==> src/rtl/hzd_pkg.sv <==
`timescale 1ns/1ps
package hzd_pkg;
  localparam int OP_W  = 4;
  localparam int RID_W = 4;
  localparam int NSTG  = 5;

  localparam int STG_F = 0;
  localparam int STG_D = 1;
  localparam int STG_E = 2;
  localparam int STG_M = 3;
  localparam int STG_W = 4;

  localparam logic [OP_W-1:0] OP_NOP  = 4'h1;
  localparam logic [OP_W-1:0] OP_LOAD = 4'h5;
  localparam logic [OP_W-1:0] OP_ALU  = 4'h6;
  localparam logic [OP_W-1:0] OP_JMP  = 4'h7;
  localparam logic [OP_W-1:0] OP_RET  = 4'h9;
  localparam logic [OP_W-1:0] OP_POP  = 4'hB;

  localparam logic [RID_W-1:0] RID_NONE = '1;

  typedef enum logic [1:0] {
    ST_OK  = 2'd0,
    ST_HLT = 2'd1,
    ST_ADR = 2'd2,
    ST_INS = 2'd3
  } stat_e;

  typedef struct packed {
    logic load_use;
    logic ret_busy;
    logic mispred;
    logic fault;
    logic alu_in_e;
  } hz_cond_t;
endpackage

==> src/rtl/rst_sync.sv <==
`timescale 1ns/1ps
module rst_sync #(
  parameter int STAGES = 2
) (
  input  logic clk,
  input  logic rst_n,
  output logic srst_n
);
  logic [STAGES-1:0] sh_q;
  logic [STAGES-1:0] sh_nxt;

  always_comb begin
    sh_nxt = {sh_q[STAGES-2:0], 1'b1};
  end

  always_ff @(posedge clk or negedge rst_n) begin
    if (!rst_n) sh_q <= '0;
    else        sh_q <= sh_nxt;
  end

  assign srst_n = sh_q[STAGES-1];
endmodule

==> src/rtl/hzd_detect.sv <==
`timescale 1ns/1ps
module hzd_detect
  import hzd_pkg::*;
(
  input  logic [OP_W-1:0]  d_op,
  input  logic [OP_W-1:0]  e_op,
  input  logic [OP_W-1:0]  m_op,
  input  logic [RID_W-1:0] e_dst_mem,
  input  logic [RID_W-1:0] src_a,
  input  logic [RID_W-1:0] src_b,
  input  logic             e_cond,
  input  logic [1:0]       m_stat,
  input  logic [1:0]       w_stat,
  output hz_cond_t         cond
);
  logic  e_is_ld;
  logic  dst_hit;
  stat_e ms, ws;

  always_comb begin
    ms      = stat_e'(m_stat);
    ws      = stat_e'(w_stat);
    e_is_ld = (e_op == OP_LOAD) || (e_op == OP_POP);
    dst_hit = (e_dst_mem != RID_NONE) &&
              ((e_dst_mem == src_a) || (e_dst_mem == src_b));

    cond.load_use = e_is_ld && dst_hit;
    cond.ret_busy = (d_op == OP_RET) || (e_op == OP_RET) || (m_op == OP_RET);
    cond.mispred  = (e_op == OP_JMP) && !e_cond;
    cond.fault    = (ms != ST_OK) || (ws != ST_OK);
    cond.alu_in_e = (e_op == OP_ALU);
  end
endmodule

==> src/rtl/hzd_resolve.sv <==
`timescale 1ns/1ps
module hzd_resolve
  import hzd_pkg::*;
(
  input  hz_cond_t        cond,
  output logic [NSTG-1:0] stall,
  output logic [NSTG-1:0] bubble,
  output logic            set_cc
);
  always_comb begin
    stall  = '0;
    bubble = '0;

    // fetch holds for a load/use hazard or a return in flight
    stall[STG_F]  = cond.load_use || cond.ret_busy;
    // decode: load/use takes priority over the return bubble
    stall[STG_D]  = cond.load_use;
    bubble[STG_D] = cond.mispred || (cond.ret_busy && !cond.load_use);
    bubble[STG_E] = cond.mispred || cond.load_use;
    // faults near retirement freeze write-back and squash memory
    bubble[STG_M] = cond.fault;
    stall[STG_W]  = cond.fault;

    set_cc = cond.alu_in_e && !cond.fault;
  end
endmodule

==> src/rtl/pipe_stage_reg.sv <==
`timescale 1ns/1ps
module pipe_stage_reg #(
  parameter int           W       = 8,
  parameter logic [W-1:0] NOP_VAL = '0
) (
  input  logic         clk,
  input  logic         rst_n,
  input  logic         stall,
  input  logic         bubble,
  input  logic [W-1:0] d,
  output logic [W-1:0] q,
  output logic         conflict
);
  logic         ld_en;
  logic [W-1:0] q_nxt;

  always_comb begin
    ld_en    = !stall;
    q_nxt    = bubble ? NOP_VAL : d;
    conflict = stall && bubble;
  end

  always_ff @(posedge clk or negedge rst_n) begin
    if (!rst_n)     q <= NOP_VAL;
    else if (ld_en) q <= q_nxt;
  end
endmodule

==> src/rtl/pipe_hazard_ctl.sv <==
`timescale 1ns/1ps
module pipe_hazard_ctl
  import hzd_pkg::*;
#(
  parameter int               PAY_W   = 8,
  parameter logic [PAY_W-1:0] NOP_PAY = 8'h10,
  parameter int               SYNC_N  = 2
) (
  input  logic                        clk,
  input  logic                        rst_n,
  input  logic [3:0]                  d_op,
  input  logic [3:0]                  e_op,
  input  logic [3:0]                  m_op,
  input  logic [3:0]                  e_dst_mem,
  input  logic [3:0]                  dec_src_a,
  input  logic [3:0]                  dec_src_b,
  input  logic                        e_cond,
  input  logic [1:0]                  m_stat,
  input  logic [1:0]                  w_stat,
  input  logic [4:0][PAY_W-1:0]       stg_d,
  output logic                        f_stall,
  output logic                        d_stall,
  output logic                        d_bubble,
  output logic                        e_bubble,
  output logic                        m_bubble,
  output logic                        w_stall,
  output logic                        set_cc,
  output logic [4:0][PAY_W-1:0]       stg_q,
  output logic                        ctl_err
);
  hz_cond_t        cond;
  logic [NSTG-1:0] stall_v;
  logic [NSTG-1:0] bubble_v;
  logic [NSTG-1:0] conf_v;
  logic            srst_n;

  rst_sync #(.STAGES(SYNC_N)) u_rst (
    .clk    (clk),
    .rst_n  (rst_n),
    .srst_n (srst_n)
  );

  hzd_detect u_det (
    .d_op      (d_op),
    .e_op      (e_op),
    .m_op      (m_op),
    .e_dst_mem (e_dst_mem),
    .src_a     (dec_src_a),
    .src_b     (dec_src_b),
    .e_cond    (e_cond),
    .m_stat    (m_stat),
    .w_stat    (w_stat),
    .cond      (cond)
  );

  hzd_resolve u_res (
    .cond   (cond),
    .stall  (stall_v),
    .bubble (bubble_v),
    .set_cc (set_cc)
  );

  for (genvar s = 0; s < NSTG; s++) begin : g_stg
    pipe_stage_reg #(.W(PAY_W), .NOP_VAL(NOP_PAY)) u_reg (
      .clk      (clk),
      .rst_n    (srst_n),
      .stall    (stall_v[s]),
      .bubble   (bubble_v[s]),
      .d        (stg_d[s]),
      .q        (stg_q[s]),
      .conflict (conf_v[s])
    );
  end

  assign f_stall  = stall_v[STG_F];
  assign d_stall  = stall_v[STG_D];
  assign d_bubble = bubble_v[STG_D];
  assign e_bubble = bubble_v[STG_E];
  assign m_bubble = bubble_v[STG_M];
  assign w_stall  = stall_v[STG_W];
  assign ctl_err  = |conf_v;
endmodule

==> config.mk <==
export PLATFORM = sky130hd
export DESIGN_NAME = pipe_hazard_ctl
export DESIGN_NICKNAME = d
export VERILOG_FILES = /design/src/rtl/hzd_pkg.sv /design/src/rtl/rst_sync.sv /design/src/rtl/hzd_detect.sv /design/src/rtl/hzd_resolve.sv /design/src/rtl/pipe_stage_reg.sv /design/src/rtl/pipe_hazard_ctl.sv
export SDC_FILE = /design/constraint.sdc
export NUM_CORES = 1
export LEC_CHECK = 0
export BUFFER_PORTS_ARGS = -buffer_cell sky130_fd_sc_hd__buf_4
export CAP_MARGIN = 5
export CORE_MARGIN = 2
export CORE_UTILIZATION = 30
export DETAILED_ROUTE_END_ITERATION = 16
export GPL_ROUTABILITY_DRIVEN = 1
export PLACE_DENSITY = 0.66
export RECOVER_POWER = 50
export SETUP_SLACK_MARGIN = 0.05
export SYNTH_ARGS = -nofsm -noshare
export SYNTH_HDL_FRONTEND = slang
export SYNTH_SLANG_ARGS = --single-unit
==> constraint.sdc <==
create_clock -name clk -period 2 [get_ports clk]
set_input_delay 0.4 -clock clk [delete_from_list [all_inputs] [get_ports clk]]
set_output_delay 0.4 -clock clk [all_outputs]
set_load 0.01 [all_outputs]
==> reports/metrics.cfg, run 1 <==
[placement]
place.gp.congestion=0.710
portBuffers=117
dp_hpwl_um=3700
dp.cells=328
dp_worst_setup_slack_ps=56.0
place_area_um2=2770

[drt]
drt_pass1_iterations=3
drt_iter0_drc=23
totalWireLength_um=4450
antenna_left=0
avgViaCountPerCell=4.29
avgRoutedWirePerCell_um=13.2
vias=1445
drc=0

[sta]
finalHoldViolCount=0
fin_crit_sh_pct=92.8
finalCriticalPeriod_ps=1860
skew_ps=4.25
rsz0062_at_grt=no
fmax_mhz=539
tns_ps=0
fin_ws_ps=144
slew_viol_final=0
slew_headroom_pct=45.6
tightest_slew_ps=816
holdWs_ps=314
setup_viol=0

[clock_tree]
clock_latency_ps=280
cts_sinks=42
cts_setup_buffers=0
cts_max_level=2
cts_tree=built
cts.clk_slew.worst_paths_ps=70
clock-root-buffer=clkbuf_8
numCtsBuffers=5
cts_buffer_depth=2

[synthesis]
synth_area_per_cell_um2=13.0
synth_cell_types=28
async_flop_share_pct=100
synth_flop_cell=dfrtp_1
synthCells=135
syn_nets=206
syn_area_um2=1760
synth-edff-count=0
yosysSeqAreaShare_pct=60.1
ys_ff_latch=42
ys_warn_count=0

[die]
dieArea_um2=6490
core_area_um2=5570
ios=119
start_util_pct=31.6
die_w_um=80.6
num_rows=27
die_h_um=80.6

[critical_path]
crit_required_ps=1600
arrival_ps=1460
worstSetupPathType=primary input to primary output
start_kind=primary input
endpoint_kind=primary output
crit_fanout=4

[status]
status=completed

[cells_and_area]
finish.utilization_pct=50.7
area_growth_pct=60.5
fin_area_um2=2820
antennaDiodeCount=0
fillCellCount=539
nets=335
multi_input_area_um2=647
regArea_um2=1060
fin_cells=337
drive_gt1_share_pct=56.6

[global_routing]
grt_pass1_wl_um=6860
grt_pass1_vias=1465
antenna_found_initial=0
grt_usage_pct=14.0
grt_start_max_net_pins=22
grt_overflow=0

[power_and_ir_drop]
total_power_mw=1.97
power.density_nw_per_um2=696
p_leak_nw=1.40
ir_drop_uv=412

[flow_run]
drv_cap=0

[worst_hold_path]
worstHoldPathType=primary input to flip-flop

-- cell type report --
cell class              count  share of cell area (%)
well taps                  72                    3.19
inverters                   3                   0.399
multi-input cells          84                    22.9
flip-flops and latches     42                    37.4
repair buffers            128                    32.8
clock buffers               7                    3.06
clock inverters             1                   0.177
-- where the power goes --
part	switching, mW	internal (mW)	leakage [nW]
Clock	0.264	0.278	0.0482
Sequential	0.0465	0.937	0.506
Combinational	0.165	0.275	0.845
-- synthesized netlist by cell type, types with 2 or more instances --
master,instances,area share (%)
dfrtp_1,37,53
and2_1,15,5.3
nand2_1,14,3.0
mux2_2,8,5.1
mux2_4,8,6.8
xnor2_1,8,4.0
dfstp_2,5,7.5
o21ai_0,5,1.4
nand2b_1,3,1.1
nand4_1,3,1.1
nor4bb_1,3,1.7
o21ai_1,3,0.85
buf_2,2,0.57
buf_4,2,0.85
buf_6,2,1.3
conb_1,2,0.43
inv_1,2,0.43
nor3_1,2,0.57
nor3b_1,2,0.85
-- state kept, by name, summed over array words and instances, names as in the netlist --
register / cells
g_stg.u_reg.q: 40
u_rst.sh_q: 2
-- timing repair --
item	in CTS	in global routing
gates resized for setup	0	2
hold endpoints to repair	2	0
endpoints found under the setup margin	0	3
hold buffers	1	0
-- worst max-delay path: stages --
cell and delay, ps:
buf_4 120, and3b_1 170, o211ai_1 210, a21oi_2 70, buf_4 150, nor2b_2 130
inv_1 60, buf_4 140
-- final timing paths --
check,startpoint,endpoint,slack [ps],cells past startpoint
worst max-delay path,e_op[1],e_bubble,140,8
worst min-delay path,stg_d[28],g_stg[3].u_reg.q[4],310,2
worst max register to register,u_rst.sh_q[1],g_stg[0].u_reg.q[4],640,1
worst min register to register,u_rst.sh_q[1],g_stg[4].u_reg.q[7],340,0
max in group asynchronous,u_rst.sh_q[1],g_stg[0].u_reg.q[4],640,1
min in group asynchronous,u_rst.sh_q[1],g_stg[4].u_reg.q[7],340,0
-- cells by family (layout without fill, tap and decap cells) --
logic type                after synthesis  count (layout)  share of synthesized area, %
buffers and inverters                   9             139                          3.34
DFF                                    42              42                          60.1
muxes                                  16              16                          11.9
other                                   2               2                         0.427
xor gates and xnor gates                8               8                          3.98
AOI/OAI and AO/OA                      11              11                          3.48
and+or+nand+nor                        47              47                          16.7
-- layer usage --
layer  vias to the layer above  share of wire [%]  GRT usage (%)
met1                       666                 38           16.1
met2                        70                 50           24.0
met3                         4                 11           5.84
met4                         0               0.70           3.56
li1                        705                  -              -
met5                         -                  0              0
-- placed cells by master, fill, tap and decap left out, types with 4 or more instances in the layout --
cell type  synthesis  layout
mux2_2             8       8
xnor2_1            8       8
mux2_4             8       8
buf_4              2     117
and2_1            15      12
clkbuf_1           0      10
clkbuf_8           0       6
nand2_1           14      14
o21ai_1            3       4
dfstp_2            5       5
dfrtp_1           37      37
o21ai_0            5       4
No activity file was read; power rests on OpenSTA's default activity.
==> run 2: changes to the inputs <==
--- a/config.mk
+++ b/config.mk
@@ -9,9 +9,10 @@
 export CAP_MARGIN = 5
 export CORE_MARGIN = 2
 export CORE_UTILIZATION = 30
+export CTS_BUF_LIST = sky130_fd_sc_hd__clkbuf_2 sky130_fd_sc_hd__clkbuf_4 sky130_fd_sc_hd__clkbuf_8
 export DETAILED_ROUTE_END_ITERATION = 16
 export GPL_ROUTABILITY_DRIVEN = 1
-export PLACE_DENSITY = 0.66
+export PLACE_DENSITY_LB_ADDON = 0.12
 export RECOVER_POWER = 50
 export SETUP_SLACK_MARGIN = 0.05
 export SYNTH_ARGS = -nofsm -noshare
==> run 2 against run 1 <==
  * Sequential share of layout area grew 0.42 points
  * Sequential power barely moved
  * Routed wire length shrank 3.7%
  * Largest cell class unchanged
  * Clock skew shrank 1.1 ps
==> reports/metrics.cfg, run 2 (synthesis gave the netlist of run 1 again) <==
[clock_tree]
cts_buffer_depth=2
cts_setup_buffers=0
cts_tree=built
clock_latency_ps=290
cts_max_level=2
numCtsBuffers=5
cts_sinks=42
cts.clk_slew.worst_paths_ps=80
clock-root-buffer=clkbuf_8

[cells_and_area]
drive_gt1_share_pct=56.3
area_growth_pct=58.7
top_regs=g_stg.u_reg.q x40, u_rst.sh_q x2
largest-register=g_stg.u_reg.q
fin_area_um2=2790
layout.cells.most_common_list=buf_4 (112), dfrtp_1 (37), nand2_1 (14), and2_1 (11), clkbuf_1 (9)
antennaDiodeCount=0
finish.utilization_pct=50.1
largest_reg_flops=40
mostFrequentLayoutCell=buf_4
nets=331

[placement]
place.gp.congestion=0.784
portBuffers=117
place_area_um2=2740
dp_hpwl_um=3440

[critical_path]
crit_family=simple AND/OR/NAND/NOR gates
r2r_end=g_stg[1].u_reg.q[5]
reg2regPathDepth=1
endpoint_kind=primary output
arrival_ps=1490
critical-path-slowest-cell=nor4_1
path_depth=5
start_kind=primary input
crit_fanout=11
worstSetupPathType=primary input to primary output
critPathMaxStageDelay_ps=430
path_buf_inv=3
crit_end=set_cc
crit_required_ps=1600
r2r-start=u_rst.sh_q[1]
cp_cell_sequence=clkbuf_4 > nor4_1 > inv_2 > nor3_1 > buf_4
rrSetupSlack_ps=640
cp-startpoint=m_stat[1]

[sta]
fin_crit_sh_pct=94.3
tightest_slew_ps=777
rsz0062_at_grt=yes
finalHoldViolCount=0
tns_ps=0
setup_viol=0
holdWs_ps=254
slew_viol_final=0
slew_headroom_pct=48.2
fmax_mhz=530
skew_ps=3.14
finalCriticalPeriod_ps=1890

[power_and_ir_drop]
ir_drop_uv=313
p_clk_share_pct=27.6
p_seq_share_pct=50.1
share_comb_of_total_power_pct=22.3
power.density_nw_per_um2=702
sw_frac_of_total_pct=24.9
power.internal_mw=1.47
p_sw_mw=0.488
p_leak_nw=1.38

[die]
core_area_um2=5570
start_util_pct=31.6
num_rows=27
die_h_um=80.6
die_w_um=80.6
dieArea_um2=6490
ios=119

[worst_hold_path]
worstHoldPathType=flip-flop to async pin

[global_routing]
grt_start_max_net_pins=17
grt_use_met2_pct=24.4
grt_pass1_wl_um=6790
use_met3_pct=4.04
grt_usage_pct=13.8
grt_overflow=0
grt_pass1_vias=1447
antenna_found_initial=0
gr-usage-met1_pct=15.3
busiest_layer=met2

[drt]
drt_pass1_iterations=3
antenna_left=0
totalWireLength_um=4290
avgRoutedWirePerCell_um=12.9
drc=0
drt_iter0_drc=35
vias=1409
avgViaCountPerCell=4.23

[status]
status=completed

[flow_run]
drv_cap=0

run 2: cell type report:
type | count | area [um2]
clock buffer | 6 | 76.3
clock inverter | 2 | 13.8
fill | 561 | 2780
inverter | 3 | 11.3
multi-input combinational | 84 | 632
sequential | 42 | 1060
tap | 72 | 90.1
timing repair buffer | 124 | 912
run 2: worst min-delay path by stage:
| stage | to | from | slack [ps] | depth (start not counted) |
|---|---|---|---|---|
| global route | g_stg[3].u_reg.q[7] | stg_d[31] | 300 | 2 |
| detailed placement | u_rst.sh_q[0] | rst_n | 180 | 1 |
| global placement | u_rst.sh_q[0] | rst_n | 180 | 1 |
| floorplan | u_rst.sh_q[0] | rst_n | 100 | 0 |
| CTS | g_stg[4].u_reg.q[3] | u_rst.sh_q[1] | 190 | 0 |
| finish | g_stg[4].u_reg.q[2] | u_rst.sh_q[1] | 250 | 0 |
run 2: repair_timing:
action	in CTS	in global routing
hold buffers	1	0
gates resized for setup	1	0
pin swaps	0	0
gates cloned	0	0
endpoints found under the setup margin	1	2
endpoints found under the hold margin	2	0
run 2: power by group through the flow:
stage	clock network, mW	logic, mW	registers (mW)
2_1_floorplan	0	0.134	1.04
4_1_cts	0.571	0.454	0.985
3_5_place_dp	0	0.451	0.998
3_3_place_gp	0	0.449	0.996
5_1_grt	0.615	0.476	0.995
6_report	0.540	0.438	0.982
run 2: per-layer routing:
layer | part of all wire (%) | wire [um] | vias up
li1 | - | - | 693
met1 | 38 | 1650 | 651
met2 | 52 | 2230 | 58
met3 | 8.0 | 342 | 7
met4 | 1.6 | 70 | 0
met5 | 0 | 0 | -
run 2: per-stage QoR:
stage	setup WS [ps]	power, mW	instances
2_1_floorplan	176	1.17	135
3_3_place_gp	60.9	1.45	324
3_5_place_dp	57.1	1.45	324
4_1_cts	86.7	2.01	333
5_1_grt	-40.5	2.09	333
6_report	113	1.96	333
==> run 3: changes to the inputs <==
--- a/config.mk
+++ b/config.mk
@@ -12,9 +12,11 @@
 export CTS_BUF_LIST = sky130_fd_sc_hd__clkbuf_2 sky130_fd_sc_hd__clkbuf_4 sky130_fd_sc_hd__clkbuf_8
 export DETAILED_ROUTE_END_ITERATION = 16
 export GPL_ROUTABILITY_DRIVEN = 1
+export GPL_TIMING_DRIVEN = 0
 export PLACE_DENSITY_LB_ADDON = 0.12
 export RECOVER_POWER = 50
 export SETUP_SLACK_MARGIN = 0.05
+export SKIP_CTS_REPAIR_TIMING = 1
 export SYNTH_ARGS = -nofsm -noshare
 export SYNTH_HDL_FRONTEND = slang
 export SYNTH_SLANG_ARGS = --single-unit
==> run 3 against run 2 <==
  * Combinational power up 4%
  * Largest cell class unchanged
  * Utilization grew 2.4 points
  * Flip-flop and latch count unchanged
  * Routed wire length grew 6.9%
  * First-iteration DRC count fell by 8.6%
  * Maximum frequency is 1.4% lower
  * Count of clock-buffer cells in the layout did not move
  * Register-to-register slack better by 410 ps
  * Design area rose by 4.8%
  * Largest power group unchanged
  * Final cell count is 3.6% higher
==> reports/metrics.cfg, run 3 (synthesis gave the netlist of run 1 again) <==
[status]
status=completed

[cells_and_area]
largest_reg_flops=40
largest-register=g_stg.u_reg.q
nets=343
area_growth_pct=66.4
fin_cells=345
antennaDiodeCount=0
mostFrequentLayoutCell=buf_4
top_regs=g_stg.u_reg.q x40, u_rst.sh_q x2
fillCellCount=538
layout.cells.most_common_list=buf_4 (112), dfrtp_1 (36), clkbuf_1 (16), nand2_1 (14), and2_1 (13)
drive_gt1_share_pct=58.6

[flow_run]
drv_cap=0

[clock_tree]
cts_buffer_depth=2
cts_max_level=2
cts_tree=built
cts.clk_slew.worst_paths_ps=80
clock_latency_ps=290
cts_sinks=42
clock-root-buffer=clkbuf_8
numCtsBuffers=5

[drt]
wl_met1_um=1750
vias=1468
wl_met3_um=369
drt_pass1_iterations=4
avgRoutedWirePerCell_um=13.3
met2WireLength_um=2410
drt_iter0_drc=32
highest_layer=met4
avgViaCountPerCell=4.26
totalWireLength_um=4590
antenna_left=0
drc=0

[critical_path]
critPathMaxStageDelay_ps=200
worstSetupPathType=primary input to primary output
crit_required_ps=1600
crit_top_cell=buf_4
arrival_ps=1510
critical-path-slowest-cell=a21oi_2
endpoint_kind=primary output
start_kind=primary input
cp_cell_sequence=buf_4 > xnor2_2 > nand4_1 > a21oi_2 > buf_6 > buf_8 > o21ai_2 > buf_4
crit_fanout=10

[global_routing]
grt_pass1_wl_um=6910
grt_start_max_net_pins=41
grt_overflow=0
antenna_found_initial=0
grt_pass1_vias=1469
grt_usage_pct=14.1

[die]
die_h_um=80.6
die_w_um=80.6
core_area_um2=5570
dieArea_um2=6490
ios=119
start_util_pct=31.6
num_rows=27

[power_and_ir_drop]
p_leak_nw=1.45
ir_drop_uv=273
power.density_nw_per_um2=684

[sta]
setup_viol=0
rsz0062_at_grt=yes
slew_headroom_pct=41.1
finalHoldViolCount=0
tns_ps=0
tightest_slew_ps=883
slew_viol_final=0
fmax_mhz=522
skew_ps=3.43
fin_crit_sh_pct=95.7
finalCriticalPeriod_ps=1910

[placement]
dp_hpwl_um=3410
dp.cells=324
place.gp.congestion=0.721
portBuffers=117

[worst_hold_path]
worstHoldPathType=primary input to flip-flop

[run 3: cell types whose count changed in the layout (fill, tap and decap cells not counted), moves of 2 or more]
cell,change
clkbuf_1,+7
and2_0,-2
xnor2_1,-4
and2_1,+2
buf_6,+4
xnor2_2,+4
[run 3: through the flow]
stage          total power, mW  cell area, um2  util (%)  setup WS (ps)  hold slack, ps
2_1_floorplan             1.17            1760         -            176             104
4_1_cts                   2.02            2820      50.7           -210            -137
3_5_place_dp              1.45            2730      49.0           -187             184
5_1_grt                   2.13            2930      52.5           1.62             293
3_3_place_gp              1.44            2730      48.9           -188             183
6_report                  2.00            2930      52.5           86.0             296
[run 3: worst paths after layout]
check | from | endpoint | slack, ps | depth (start not counted)
worst max-delay path | e_dst_mem[3] | d_bubble | 90 | 8
worst min-delay path | stg_d[28] | g_stg[3].u_reg.q[4] | 300 | 2
worst max register to register | u_rst.sh_q[1] | g_stg[2].u_reg.q[6] | 1050 | 0
worst min register to register | u_rst.sh_q[0] | u_rst.sh_q[1] | 350 | 0
max in group asynchronous | u_rst.sh_q[1] | g_stg[2].u_reg.q[6] | 1050 | 0
min in group asynchronous | u_rst.sh_q[1] | g_stg[4].u_reg.q[0] | 400 | 0
[run 3: routing by layer]
layer / global-route usage (%) / vias up
li1: - / 717
met1: 16.1 / 688
met4: 4.58 / 0
met2: 24.8 / 57
met5: 0 / -
met3: 4.61 / 6
[run 3: power by group]
part	switching [mW]	total (mW)	internal, mW
clock	0.283	0.561	0.277
combinational	0.165	0.454	0.289
sequential	0.0514	0.988	0.937
[run 3: final cells by class]
cell class,instances,area [um2],share of cell area [%]
Sequential cell,42,1060,36.2
Timing Repair Buffer,130,922,31.5
Multi-Input combinational cell,84,686,23.4
Tap cell,72,90.1,3.08
Clock buffer,6,82.6,2.82
Buffer,6,63.8,2.18
Clock inverter,2,12.5,0.428
Inverter,3,11.3,0.385
[run 3: critical path, delay by kind of cell]
| kind | cells | cell delay [ps] |
|---|---|---|
| AOI/OAI and AO/OA | 2 | 260 |
| xor gates and xnor gates | 1 | 140 |
| buffers and inverters | 4 | 570 |
| and+or+nand+nor | 1 | 140 |
